File: src/rtl/redir_pkg.sv
package redir_pkg;

  typedef struct packed {
    logic [7:0] dest;
    logic       mask;
    logic       trig_level;
    logic       pol_low;
    logic       dest_logical;
    logic [2:0] delmode;
    logic [7:0] vector;
  } redir_entry_t;

  localparam redir_entry_t ENTRY_RESET = '{
    dest: 8'h00, mask: 1'b1, trig_level: 1'b0, pol_low: 1'b0,
    dest_logical: 1'b0, delmode: 3'd0, vector: 8'h00
  };

  localparam logic [2:0] DM_FIXED  = 3'd0;
  localparam logic [2:0] DM_LOWEST = 3'd1;
  localparam logic [2:0] DM_NMI    = 3'd4;
  localparam logic [2:0] DM_INIT   = 3'd5;
  localparam logic [2:0] DM_EXTINT = 3'd7;

  localparam logic [7:0] OFS_SELECT = 8'h00;
  localparam logic [7:0] OFS_WINDOW = 8'h10;
  localparam logic [7:0] IDX_ID     = 8'h00;
  localparam logic [7:0] IDX_VER    = 8'h01;
  localparam logic [7:0] IDX_ARB    = 8'h02;
  localparam logic [7:0] IDX_TABLE  = 8'h10;

  localparam logic [7:0] VEC_LOWEST = 8'h10;
  localparam logic [7:0] VEC_BAD    = 8'hFF;

  function automatic logic edge_only(input logic [2:0] dm);
    return (dm == DM_NMI) || (dm == DM_INIT) || (dm == DM_EXTINT);
  endfunction

  function automatic logic vector_usable(input logic [2:0] dm, input logic [7:0] v);
    if ((dm == DM_FIXED) || (dm == DM_LOWEST))
      return (v >= VEC_LOWEST) && (v != VEC_BAD);
    return 1'b1;
  endfunction

endpackage

File: src/rtl/redir_regfile.sv
module redir_regfile
  import redir_pkg::*;
#(
  parameter int         NUM_PINS = 24,
  parameter logic [7:0] VERSION  = 8'h11,
  parameter int         PIN_W    = $clog2(NUM_PINS)
) (
  input  logic                          clk,
  input  logic                          rst,
  input  logic                          bus_wr,
  input  logic                          bus_rd,
  input  logic [7:0]                    bus_addr,
  input  logic [31:0]                   bus_wdata,
  output logic [31:0]                   bus_rdata,
  output logic                          bus_rvalid,
  input  logic [NUM_PINS-1:0]           pin_pending,
  input  logic [NUM_PINS-1:0]           pin_rirr,
  output redir_entry_t [NUM_PINS-1:0]   entries
);

  localparam int TBL_SPAN = 2 * NUM_PINS;

  logic [7:0]                  sel_q;
  logic [3:0]                  id_q;
  redir_entry_t [NUM_PINS-1:0] ent_q;
  logic [7:0]                  tbl_off;
  logic                        in_table;
  logic [PIN_W-1:0]            pin_idx;
  logic                        hi_word;
  logic [31:0]                 rd_mux;
  logic                        win_wr;
  logic                        unused_wbits;

  assign tbl_off  = sel_q - IDX_TABLE;
  assign in_table = (sel_q >= IDX_TABLE) && (tbl_off < 8'(TBL_SPAN));
  assign pin_idx  = tbl_off[PIN_W:1];
  assign hi_word  = tbl_off[0];
  assign win_wr   = bus_wr && (bus_addr == OFS_WINDOW);
  assign entries  = ent_q;
  assign unused_wbits = ^{bus_wdata[23:17], bus_wdata[14], bus_wdata[12],
                          bus_wdata[31:28], tbl_off};

  always_ff @(posedge clk) begin
    if (rst) begin
      sel_q <= 8'h00;
      id_q  <= 4'h0;
      ent_q <= {NUM_PINS{ENTRY_RESET}};
    end else begin
      if (bus_wr && (bus_addr == OFS_SELECT))
        sel_q <= bus_wdata[7:0];
      if (win_wr) begin
        if (sel_q == IDX_ID) begin
          id_q <= bus_wdata[27:24];
        end else if (in_table) begin
          if (hi_word) begin
            ent_q[pin_idx].dest <= bus_wdata[31:24];
          end else begin
            ent_q[pin_idx].vector       <= bus_wdata[7:0];
            ent_q[pin_idx].delmode      <= bus_wdata[10:8];
            ent_q[pin_idx].dest_logical <= bus_wdata[11];
            ent_q[pin_idx].pol_low      <= bus_wdata[13];
            ent_q[pin_idx].trig_level   <= bus_wdata[15];
            ent_q[pin_idx].mask         <= bus_wdata[16];
          end
        end
      end
    end
  end

  always_comb begin
    rd_mux = 32'h0;
    if (bus_addr == OFS_SELECT) begin
      rd_mux = {24'h0, sel_q};
    end else if (bus_addr == OFS_WINDOW) begin
      if (sel_q == IDX_ID || sel_q == IDX_ARB) begin
        rd_mux = {4'h0, id_q, 24'h0};
      end else if (sel_q == IDX_VER) begin
        rd_mux = {8'h00, 8'(NUM_PINS - 1), 8'h00, VERSION};
      end else if (in_table) begin
        if (hi_word)
          rd_mux = {ent_q[pin_idx].dest, 24'h0};
        else
          rd_mux = {15'h0,
                    ent_q[pin_idx].mask,
                    ent_q[pin_idx].trig_level,
                    pin_rirr[pin_idx],
                    ent_q[pin_idx].pol_low,
                    pin_pending[pin_idx],
                    ent_q[pin_idx].dest_logical,
                    ent_q[pin_idx].delmode,
                    ent_q[pin_idx].vector};
      end
    end
  end

  always_ff @(posedge clk) begin
    if (rst) begin
      bus_rdata  <= 32'h0;
      bus_rvalid <= 1'b0;
    end else begin
      bus_rvalid <= bus_rd;
      if (bus_rd)
        bus_rdata <= rd_mux;
    end
  end

endmodule

File: src/rtl/redir_pin_unit.sv
module redir_pin_unit
  import redir_pkg::*;
(
  input  logic       clk,
  input  logic       rst,
  input  logic       pin_raw,
  input  logic [7:0] cfg_vector,
  input  logic [2:0] cfg_delmode,
  input  logic       cfg_pol_low,
  input  logic       cfg_trig_level,
  input  logic       cfg_mask,
  input  logic       eoi_valid,
  input  logic [7:0] eoi_vector,
  input  logic       grant,
  output logic       pending,
  output logic       rirr
);

  logic active;
  logic active_q;
  logic level_mode;
  logic usable;
  logic raise;
  logic pend_q;
  logic rirr_q;

  assign active     = pin_raw ^ cfg_pol_low;
  assign level_mode = cfg_trig_level && !edge_only(cfg_delmode);
  assign usable     = !cfg_mask && vector_usable(cfg_delmode, cfg_vector);
  assign raise      = usable && (level_mode ? (active && !rirr_q && !pend_q)
                                            : (active && !active_q));
  assign pending    = pend_q;
  assign rirr       = rirr_q;

  always_ff @(posedge clk) begin
    if (rst) begin
      active_q <= 1'b0;
      pend_q   <= 1'b0;
      rirr_q   <= 1'b0;
    end else begin
      active_q <= active;
      pend_q   <= (pend_q && !grant) || raise;
      if (grant && level_mode)
        rirr_q <= 1'b1;
      else if (eoi_valid && (eoi_vector == cfg_vector))
        rirr_q <= 1'b0;
    end
  end

endmodule

File: src/rtl/redir_msg_arb.sv
module redir_msg_arb
  import redir_pkg::*;
#(
  parameter int NUM_PINS = 24,
  parameter int PIN_W    = $clog2(NUM_PINS)
) (
  input  logic                        clk,
  input  logic                        rst,
  input  logic [NUM_PINS-1:0]         pending,
  input  redir_entry_t [NUM_PINS-1:0] entries,
  input  logic                        msg_ready,
  output logic [NUM_PINS-1:0]         grant,
  output logic                        msg_valid,
  output logic [7:0]                  msg_vector,
  output logic [7:0]                  msg_dest,
  output logic                        msg_dest_logical,
  output logic [2:0]                  msg_delmode,
  output logic                        msg_level
);

  logic             found;
  logic [PIN_W-1:0] pick;
  logic [PIN_W-1:0] pin_q;
  redir_entry_t     sel_ent;

  always_comb begin
    found = 1'b0;
    pick  = '0;
    for (int i = NUM_PINS - 1; i >= 0; i--) begin
      if (pending[i]) begin
        found = 1'b1;
        pick  = PIN_W'(i);
      end
    end
  end

  assign sel_ent = entries[pick];

  always_comb begin
    grant = '0;
    if (msg_valid && msg_ready)
      grant[pin_q] = 1'b1;
  end

  always_ff @(posedge clk) begin
    if (rst) begin
      msg_valid        <= 1'b0;
      pin_q            <= '0;
      msg_vector       <= 8'h00;
      msg_dest         <= 8'h00;
      msg_dest_logical <= 1'b0;
      msg_delmode      <= 3'd0;
      msg_level        <= 1'b0;
    end else if (msg_valid) begin
      if (msg_ready)
        msg_valid <= 1'b0;
    end else if (found) begin
      msg_valid        <= 1'b1;
      pin_q            <= pick;
      msg_vector       <= sel_ent.vector;
      msg_dest         <= sel_ent.dest_logical ? sel_ent.dest
                                               : {4'h0, sel_ent.dest[3:0]};
      msg_dest_logical <= sel_ent.dest_logical;
      msg_delmode      <= sel_ent.delmode;
      msg_level        <= sel_ent.trig_level && !edge_only(sel_ent.delmode);
    end
  end

endmodule

File: src/rtl/irq_redir_table.sv
module irq_redir_table
  import redir_pkg::*;
#(
  parameter int         NUM_PINS = 24,
  parameter logic [7:0] VERSION  = 8'h11
) (
  input  logic                clk,
  input  logic                rst,
  input  logic                bus_wr,
  input  logic                bus_rd,
  input  logic [7:0]          bus_addr,
  input  logic [31:0]         bus_wdata,
  output logic [31:0]         bus_rdata,
  output logic                bus_rvalid,
  input  logic [NUM_PINS-1:0] irq_pin,
  input  logic                eoi_valid,
  input  logic [7:0]          eoi_vector,
  output logic                msg_valid,
  input  logic                msg_ready,
  output logic [7:0]          msg_vector,
  output logic [7:0]          msg_dest,
  output logic                msg_dest_logical,
  output logic [2:0]          msg_delmode,
  output logic                msg_level
);

  localparam int PIN_W = $clog2(NUM_PINS);

  redir_entry_t [NUM_PINS-1:0] entries;
  logic [NUM_PINS-1:0]         pin_pending;
  logic [NUM_PINS-1:0]         pin_rirr;
  logic [NUM_PINS-1:0]         grant;

  redir_regfile #(.NUM_PINS(NUM_PINS), .VERSION(VERSION), .PIN_W(PIN_W)) u_regs (
    .clk        (clk),
    .rst        (rst),
    .bus_wr     (bus_wr),
    .bus_rd     (bus_rd),
    .bus_addr   (bus_addr),
    .bus_wdata  (bus_wdata),
    .bus_rdata  (bus_rdata),
    .bus_rvalid (bus_rvalid),
    .pin_pending(pin_pending),
    .pin_rirr   (pin_rirr),
    .entries    (entries)
  );

  for (genvar g = 0; g < NUM_PINS; g++) begin : g_pin
    redir_pin_unit u_pin (
      .clk           (clk),
      .rst           (rst),
      .pin_raw       (irq_pin[g]),
      .cfg_vector    (entries[g].vector),
      .cfg_delmode   (entries[g].delmode),
      .cfg_pol_low   (entries[g].pol_low),
      .cfg_trig_level(entries[g].trig_level),
      .cfg_mask      (entries[g].mask),
      .eoi_valid     (eoi_valid),
      .eoi_vector    (eoi_vector),
      .grant         (grant[g]),
      .pending       (pin_pending[g]),
      .rirr          (pin_rirr[g])
    );
  end

  redir_msg_arb #(.NUM_PINS(NUM_PINS), .PIN_W(PIN_W)) u_arb (
    .clk             (clk),
    .rst             (rst),
    .pending         (pin_pending),
    .entries         (entries),
    .msg_ready       (msg_ready),
    .grant           (grant),
    .msg_valid       (msg_valid),
    .msg_vector      (msg_vector),
    .msg_dest        (msg_dest),
    .msg_dest_logical(msg_dest_logical),
    .msg_delmode     (msg_delmode),
    .msg_level       (msg_level)
  );

endmodule

File: config.mk
export PLATFORM = sky130hd
export DESIGN_NAME = irq_redir_table
export DESIGN_NICKNAME = d
export VERILOG_FILES = /design/src/rtl/redir_pkg.sv /design/src/rtl/redir_regfile.sv /design/src/rtl/redir_pin_unit.sv /design/src/rtl/redir_msg_arb.sv /design/src/rtl/irq_redir_table.sv
export SDC_FILE = /design/constraint.sdc
export NUM_CORES = 2
export LEC_CHECK = 0
export BUFFER_PORTS_ARGS = -buffer_cell sky130_fd_sc_hd__buf_2
export CORE_ASPECT_RATIO = 1.2
export CORE_MARGIN = 4
export CORE_UTILIZATION = 40
export DETAILED_ROUTE_END_ITERATION = 10
export PLACE_DENSITY = 0.6
export SYNTH_ARGS = -nofsm -noshare
export SYNTH_HDL_FRONTEND = slang
export SYNTH_HIERARCHICAL = 1
export SYNTH_SLANG_ARGS = --single-unit
File: constraint.sdc
create_clock -name clk -period 8.71 [get_ports clk]
set_input_delay 1.742 -clock clk [delete_from_list [all_inputs] [get_ports clk]]
set_output_delay 1.742 -clock clk [all_outputs]
set_load 0.1 [all_outputs]
# After elaboration in Yosys (flattened, before gate mapping)
# Index checks and enable logic that the tools add are counted.
# totals
word_cells,1238
output_inout_bits,55
input_bits,78
reg_bits,696
# op_classes
mux,235
reduce_logical,544
eq_ne,150
n_lt_le_gt_ge,31
n_bitwise,26
addsub,1
# op_table
operator,n
bitwise mux 552 bit,7
demux 23 bit (select 5 bit),7
2-to-1 mux 552 bit,1
logical AND 1 bit,247
binary-select mux 23 bit (select 5 bit),2
"== test 3 bit, second input constant",75
"greater-or-equal comparator 8 x 5 -> 1 bit, second input constant",25
== test 8 bit,24
2-to-1 mux 32 bit,6
"inequality test 8 bit, second input constant",24
2-to-1 mux 1 bit,174
logical NOT 1 bit,145
2-to-1 mux 5 bit,24
logical OR 1 bit,99
"== test 3 x 1 -> 1 bit, second input constant",24
logical NOT 3 bit,24
2-to-1 mux 23 bit,3
nonzero test 2 bit,24
2-to-1 mux 24 bit,1
XOR 1 bit,24
"< comparator 5 x 6 -> 1 bit, second input constant",3
logical NOT 8 bit,2
2-to-1 mux 8 bit,2
2-to-1 mux 15 bit,1
15 further kinds,19

# Logic depth before layout (Yosys ltp)
# depth
ltp_word,31
ltp_mapped,12
mapped_depth_nobuf,9

# Cells and area by module
# The synthesis kept the hierarchy.
# modules_own_cells
module,cells_per_inst,seq_area_each_um2,n_inst,area_each_um2
redir_regfile,2913,11831.3,1,27520.1
redir_pin_unit,34,60.1,24,264.0
redir_msg_arb,1034,540.5,1,6231.0

# Least setup slack after synthesis
# OpenSTA, ideal clock, no wires.
# synth_timing
path_kind,input to register
from,input bus_addr[2]
to,register u_regs.ent_q (netlist bit u_regs/entries[336])
stages,8
t_required_ns,8.570
path_slack_ns,5.193
setup_time_ns,0.140
arrival_ns,3.377
cell_sequence,nor4_2 > nand4_1 > buf_2 > nor2_2 > buf_6 > nand4_2 > buf_2 > mux2i_1
# synth_between
elab_chain_len,3
# synth_rtl
element,line,source
start: declaration,irq_redir_table.sv:11,"input logic [7:0] bus_addr,"
== test 8 x 5 -> 1 bit,redir_regfile.sv:38,assign win_wr = bus_wr && (bus_addr == OFS_WINDOW);
logical AND 1 bit,redir_regfile.sv:38,
AND reduction 3 bit (no source line),n/a,
end signal: assignment,redir_regfile.sv:47,ent_q <= {NUM_PINS{ENTRY_RESET}};
end: declaration,redir_regfile.sv:25,redir_entry_t [NUM_PINS-1:0] ent_q;
# No other way between the ends.
# A chain may end at the register's enable or synchronous reset.

# Worst setup path in the final report
# layout_timing
from,register u_regs.sel_q[4]
to,register u_regs.ent_q (netlist bit u_regs/entries[101])
# layout_between
elab_chain_len,11
elab_cells_between_ends,26
cone_classes,add/sub: 1; order compare: 4; mux: 16; bitwise: 1; reduce/logical: 4
# layout_rtl
element,line,source
start: declaration,redir_regfile.sv:23,logic [7:0] sel_q;
start signal: assignment,redir_regfile.sv:50,sel_q <= bus_wdata[7:0];
subtractor 8 x 5 -> 8 bit,redir_regfile.sv:34,assign tbl_off = sel_q - IDX_TABLE;
< comparator 5 x 6 -> 1 bit (not written as such) / greater-or-equal comparator 5 x 1 -> 1 bit (equally long branches),redir_regfile.sv:59,ent_q[pin_idx].delmode <= bus_wdata[10:8];
logical AND 1 bit (not written as such),redir_regfile.sv:59,
2-to-1 mux 11 bit (not written as such),redir_regfile.sv:59,
demux 23 bit (select 5 bit),n/a,
bitwise mux 552 bit,redir_regfile.sv:59,
bitwise mux 552 bit,redir_regfile.sv:60,ent_q[pin_idx].dest_logical <= bus_wdata[11];
bitwise mux 552 bit,redir_regfile.sv:61,ent_q[pin_idx].pol_low <= bus_wdata[13];
bitwise mux 552 bit,redir_regfile.sv:62,ent_q[pin_idx].trig_level <= bus_wdata[15];
bitwise mux 552 bit,redir_regfile.sv:63,ent_q[pin_idx].mask <= bus_wdata[16];
2-to-1 mux 552 bit,redir_regfile.sv:55,if (hi_word) begin
# Several ways; a longest one is shown, not always the timed one.

==> results.cfg <==
[status]
status = finished clean

[clock_network]
clk_pin_slew_ns = 0.06
h-tree-depth = 3
cts_resized = 0
cts_hold_buf = 0
clk_latency_ns = 0.67
clockBufferDepth = 3
root_buffer = clkbuf_16
cts_tree = done
cts.sinks = 690
cts_buffers = 79
post-cts-setup-buffers = 0

[die]
start_util_pct = 40.6
rows = 126
core_mm2 = 0.0988
dieHeight_um = 355
fp.dieW_um = 297
io_pins = 133
die-area_mm2 = 0.105

[synth]
syn_area_per_cell_um2 = 8.42
ys_seq_area_share_pct = 34.5
synth-async-reset-ratio_pct = 0
synth_flop_cell = dfxtp_1
synth_top_cell_by_area = dfxtp_1
synth_edf_count = 0
synth.distinct_cells = 82
ys_seq_elements = 690
yosysWarnings = 6
postSynthCellCount = 4763
synth_top_area_share_pct = 34.5
yosysMostFrequentCell = dfxtp_1
netlist_top_cells_count = 690 x dfxtp_1, 661 x nand2_1, 558 x nand3_1
synthTopCellsByArea = dfxtp_1 34%, mux2i_1 8.9%, mux4_2 8.8%
syn_area_mm2 = 0.0401

[critical_path]
worstPathRequired_ns = 9.27
rr_startpoint = u_regs/sel_q[4]
crit_path_start_kind = register
slowest_stage = and3_1
crit_top_cell = buf_4
crit_type = register to register
r2r_setup_slack_ns = 3.49
cp-end-kind = register
reg2reg_depth = 8
cpPeakStageDelay_ns = 1.00
crit_arrival_ns = 5.78
timing.rr.end = u_regs/entries[101]
crit_path_max_fanout = 92
crit_chain = inv_2 > ha_1 > o31a_1 > nor3_4 > buf_4 > buf_4 > and3_1 > mux2i_1

[sta]
tightestPinTransition_ns = 1.41
finClkSkew_ns = 0.0454
slew_violations = 0
timing_hold_violations_final = 0
slew_headroom_pct = 5.50
period_share_pct = 59.9
rsz0062_at_grt = no
layout_setup_ws_ns = 3.49
finalSetupViolations = 0
tns_ns = 0
max_freq_ghz = 0.192
min_period_ns = 5.22

[placement]
dp.cells = 5827
dp_slack_ns = 3.68
place_area_mm2 = 0.0411
hpwl_um = 111000
port_buffers = 119
gp_congestion = 0.977

[flow_run]
max_cap_violations = 0

[detailed_routing]
wl_per_cell_um = 28.1
antenna_left = 0
via_count = 39143
via_per_inst = 6.56
drt_pass1_iterations = 7
drc = 0
wl_um = 168000
first_iter_violations = 5163

[min_path]
hp-start = u_regs/bus_rdata[15]
hold_path_depth = 2
hold_end = u_regs/bus_rdata[15]
worstHoldPathType = register to register

[global_routing]
grt_use_met1_pct = 39.6
grt_util_met2_pct = 46.7
antenna_found_initial = 7
busiest_layer = met2
overflow = 0
grtUsageMet3_pct = 5.86
grt_pass1_wl_um = 245000
grt_max_degree = 201
grtUsageTotal_pct = 30.3
grt_pass1_vias = 36112

[final_layout]
ff_latch_area_mm2 = 0.0138
multiInputGateArea_mm2 = 0.0244
layout-drive-gt1-share_pct = 11.9
fillCellCount = 9662
fin_nets = 4711
stdcell_area_mm2 = 0.0437
area_growth_pct = 9.11
fin_cells = 5971

[power_and_ir_drop]
power_density_mw_per_mm2 = 159
irDropWorstVdd_mv = 0.124
p_leak_nw = 14.8
[cell type report]
class	count	share of cell area, %
clock buffer	104	5.08
multi-input combinational	3639	55.7
inverter	36	0.326
antenna	2	0.0114
tap	1280	3.66
timing repair buffer	182	2.58
sequential	690	31.6
clock inverter	38	1.04
[through the flow]
stage          power (mW)  hold slack (ns)  utilization (%)
2_1_floorplan        3.38            0.442                -
3_3_place_gp         3.50            0.436             41.5
6_report             6.94            0.458             44.2
3_5_place_dp         3.51            0.444             41.5
4_1_cts              6.96            0.458             44.2
5_1_grt              7.11            0.474             44.2
[cells by family (layout without fill, tap and decap cells)]
group / after synthesis / in the layout / share of synthesized area (%)
XOR/XNOR: 216 / 216 / 4.72
other: 1 / 6 / 0.00935
AO/OA/AOI/OAI: 1079 / 1079 / 15.8
AND/OR/NAND/NOR: 1805 / 1805 / 21.6
multiplexers: 530 / 530 / 18.2
adder cells (fa/ha/maj): 5 / 5 / 0.156
flip-flops: 690 / 690 / 34.5
buffers and inverters: 437 / 360 / 4.94
[report_power, final]
part,switching [mW],internal (mW),leakage [nW]
clock network,1.45,2.04,1.33
logic,0.218,0.0616,7.93
registers,0.00193,3.16,5.56
[cells in the final DEF (no fill, tap or decap), types with 11 or more instances in the layout]
cell       Yosys  final
a211oi_1      15     15
a21oi_1      371    370
a22oi_1       12     12
a311oi_1      28     28
a31o_1        35     35
a31oi_1       36     36
and2_1        10     11
and3_1        31     31
buf_2         79    118
buf_4         47     59
clkbuf_1     240     12
clkbuf_16      0     81
clkbuf_8       0     11
clkinv_2       0     20
dfxtp_1      690    687
inv_1         34     34
mux2_2        17     17
mux2i_1      355    355
mux4_2       156    156
nand2_1      661    660
nand2b_1      54     54
nand3_1      558    558
nand3b_1      17     17
nand4_1       79     79
nor2_1       185    183
nor2b_1       40     40
nor3_1        43     39
nor3_2        10     14
nor4_1        32     31
o2111a_1      12     12
o211ai_1      68     68
o21ai_0      362    361
o21ai_1       25     26
o22ai_1       27     27
o31ai_1       29     29
or2_2         19     18
or4_1         27     27
xnor2_1      216    216
[worst max path at each step]
stage	to	cells after the start	startpoint
6_report	u_regs/entries[101]	8	u_regs/sel_q[4]
5_1_grt	u_regs/entries[106]	8	u_regs/sel_q[4]
3_3_place_gp	u_regs/entries[104]	8	u_regs/sel_q[4]
3_5_place_dp	u_regs/entries[101]	8	u_regs/sel_q[4]
2_1_floorplan	u_regs/entries[336]	8	bus_addr[2]
4_1_cts	u_regs/entries[105]	8	u_regs/sel_q[4]
[layer usage]
| layer | vias to the layer above | wire, um |
|---|---|---|
| li1 | 17094 | - |
| met1 | 19037 | 64900 |
| met2 | 2461 | 74300 |
| met3 | 545 | 17000 |
| met4 | 6 | 11500 |
| met5 | - | 47 |
[state kept, by name, indices dropped and copies added (netlist names), 3 cells and up]
register	cells
u_regs/bus_rdata	26
u_arb/msg_delmode	3
u_regs/entries	552
g_pin.u_pin/pending	24
u_regs/id_q	4
g_pin.u_pin/rirr	24
g_pin.u_pin/active_q	24
u_arb/msg_dest	8
u_arb/pin_q	5
u_regs/sel_q	8
u_arb/msg_vector	8
[critical path, delay by kind of cell (launching register included)]
kind,cells,cell delay (ns)
muxes,1,0.29
adders and majority gates,1,0.42
AOI/OAI and AO/OA,1,0.36
DFF,1,0.79
buffers and inverters,3,2.01
and+or+nand+nor,2,1.19
Note: power is estimated with default switching activity, not from simulation.
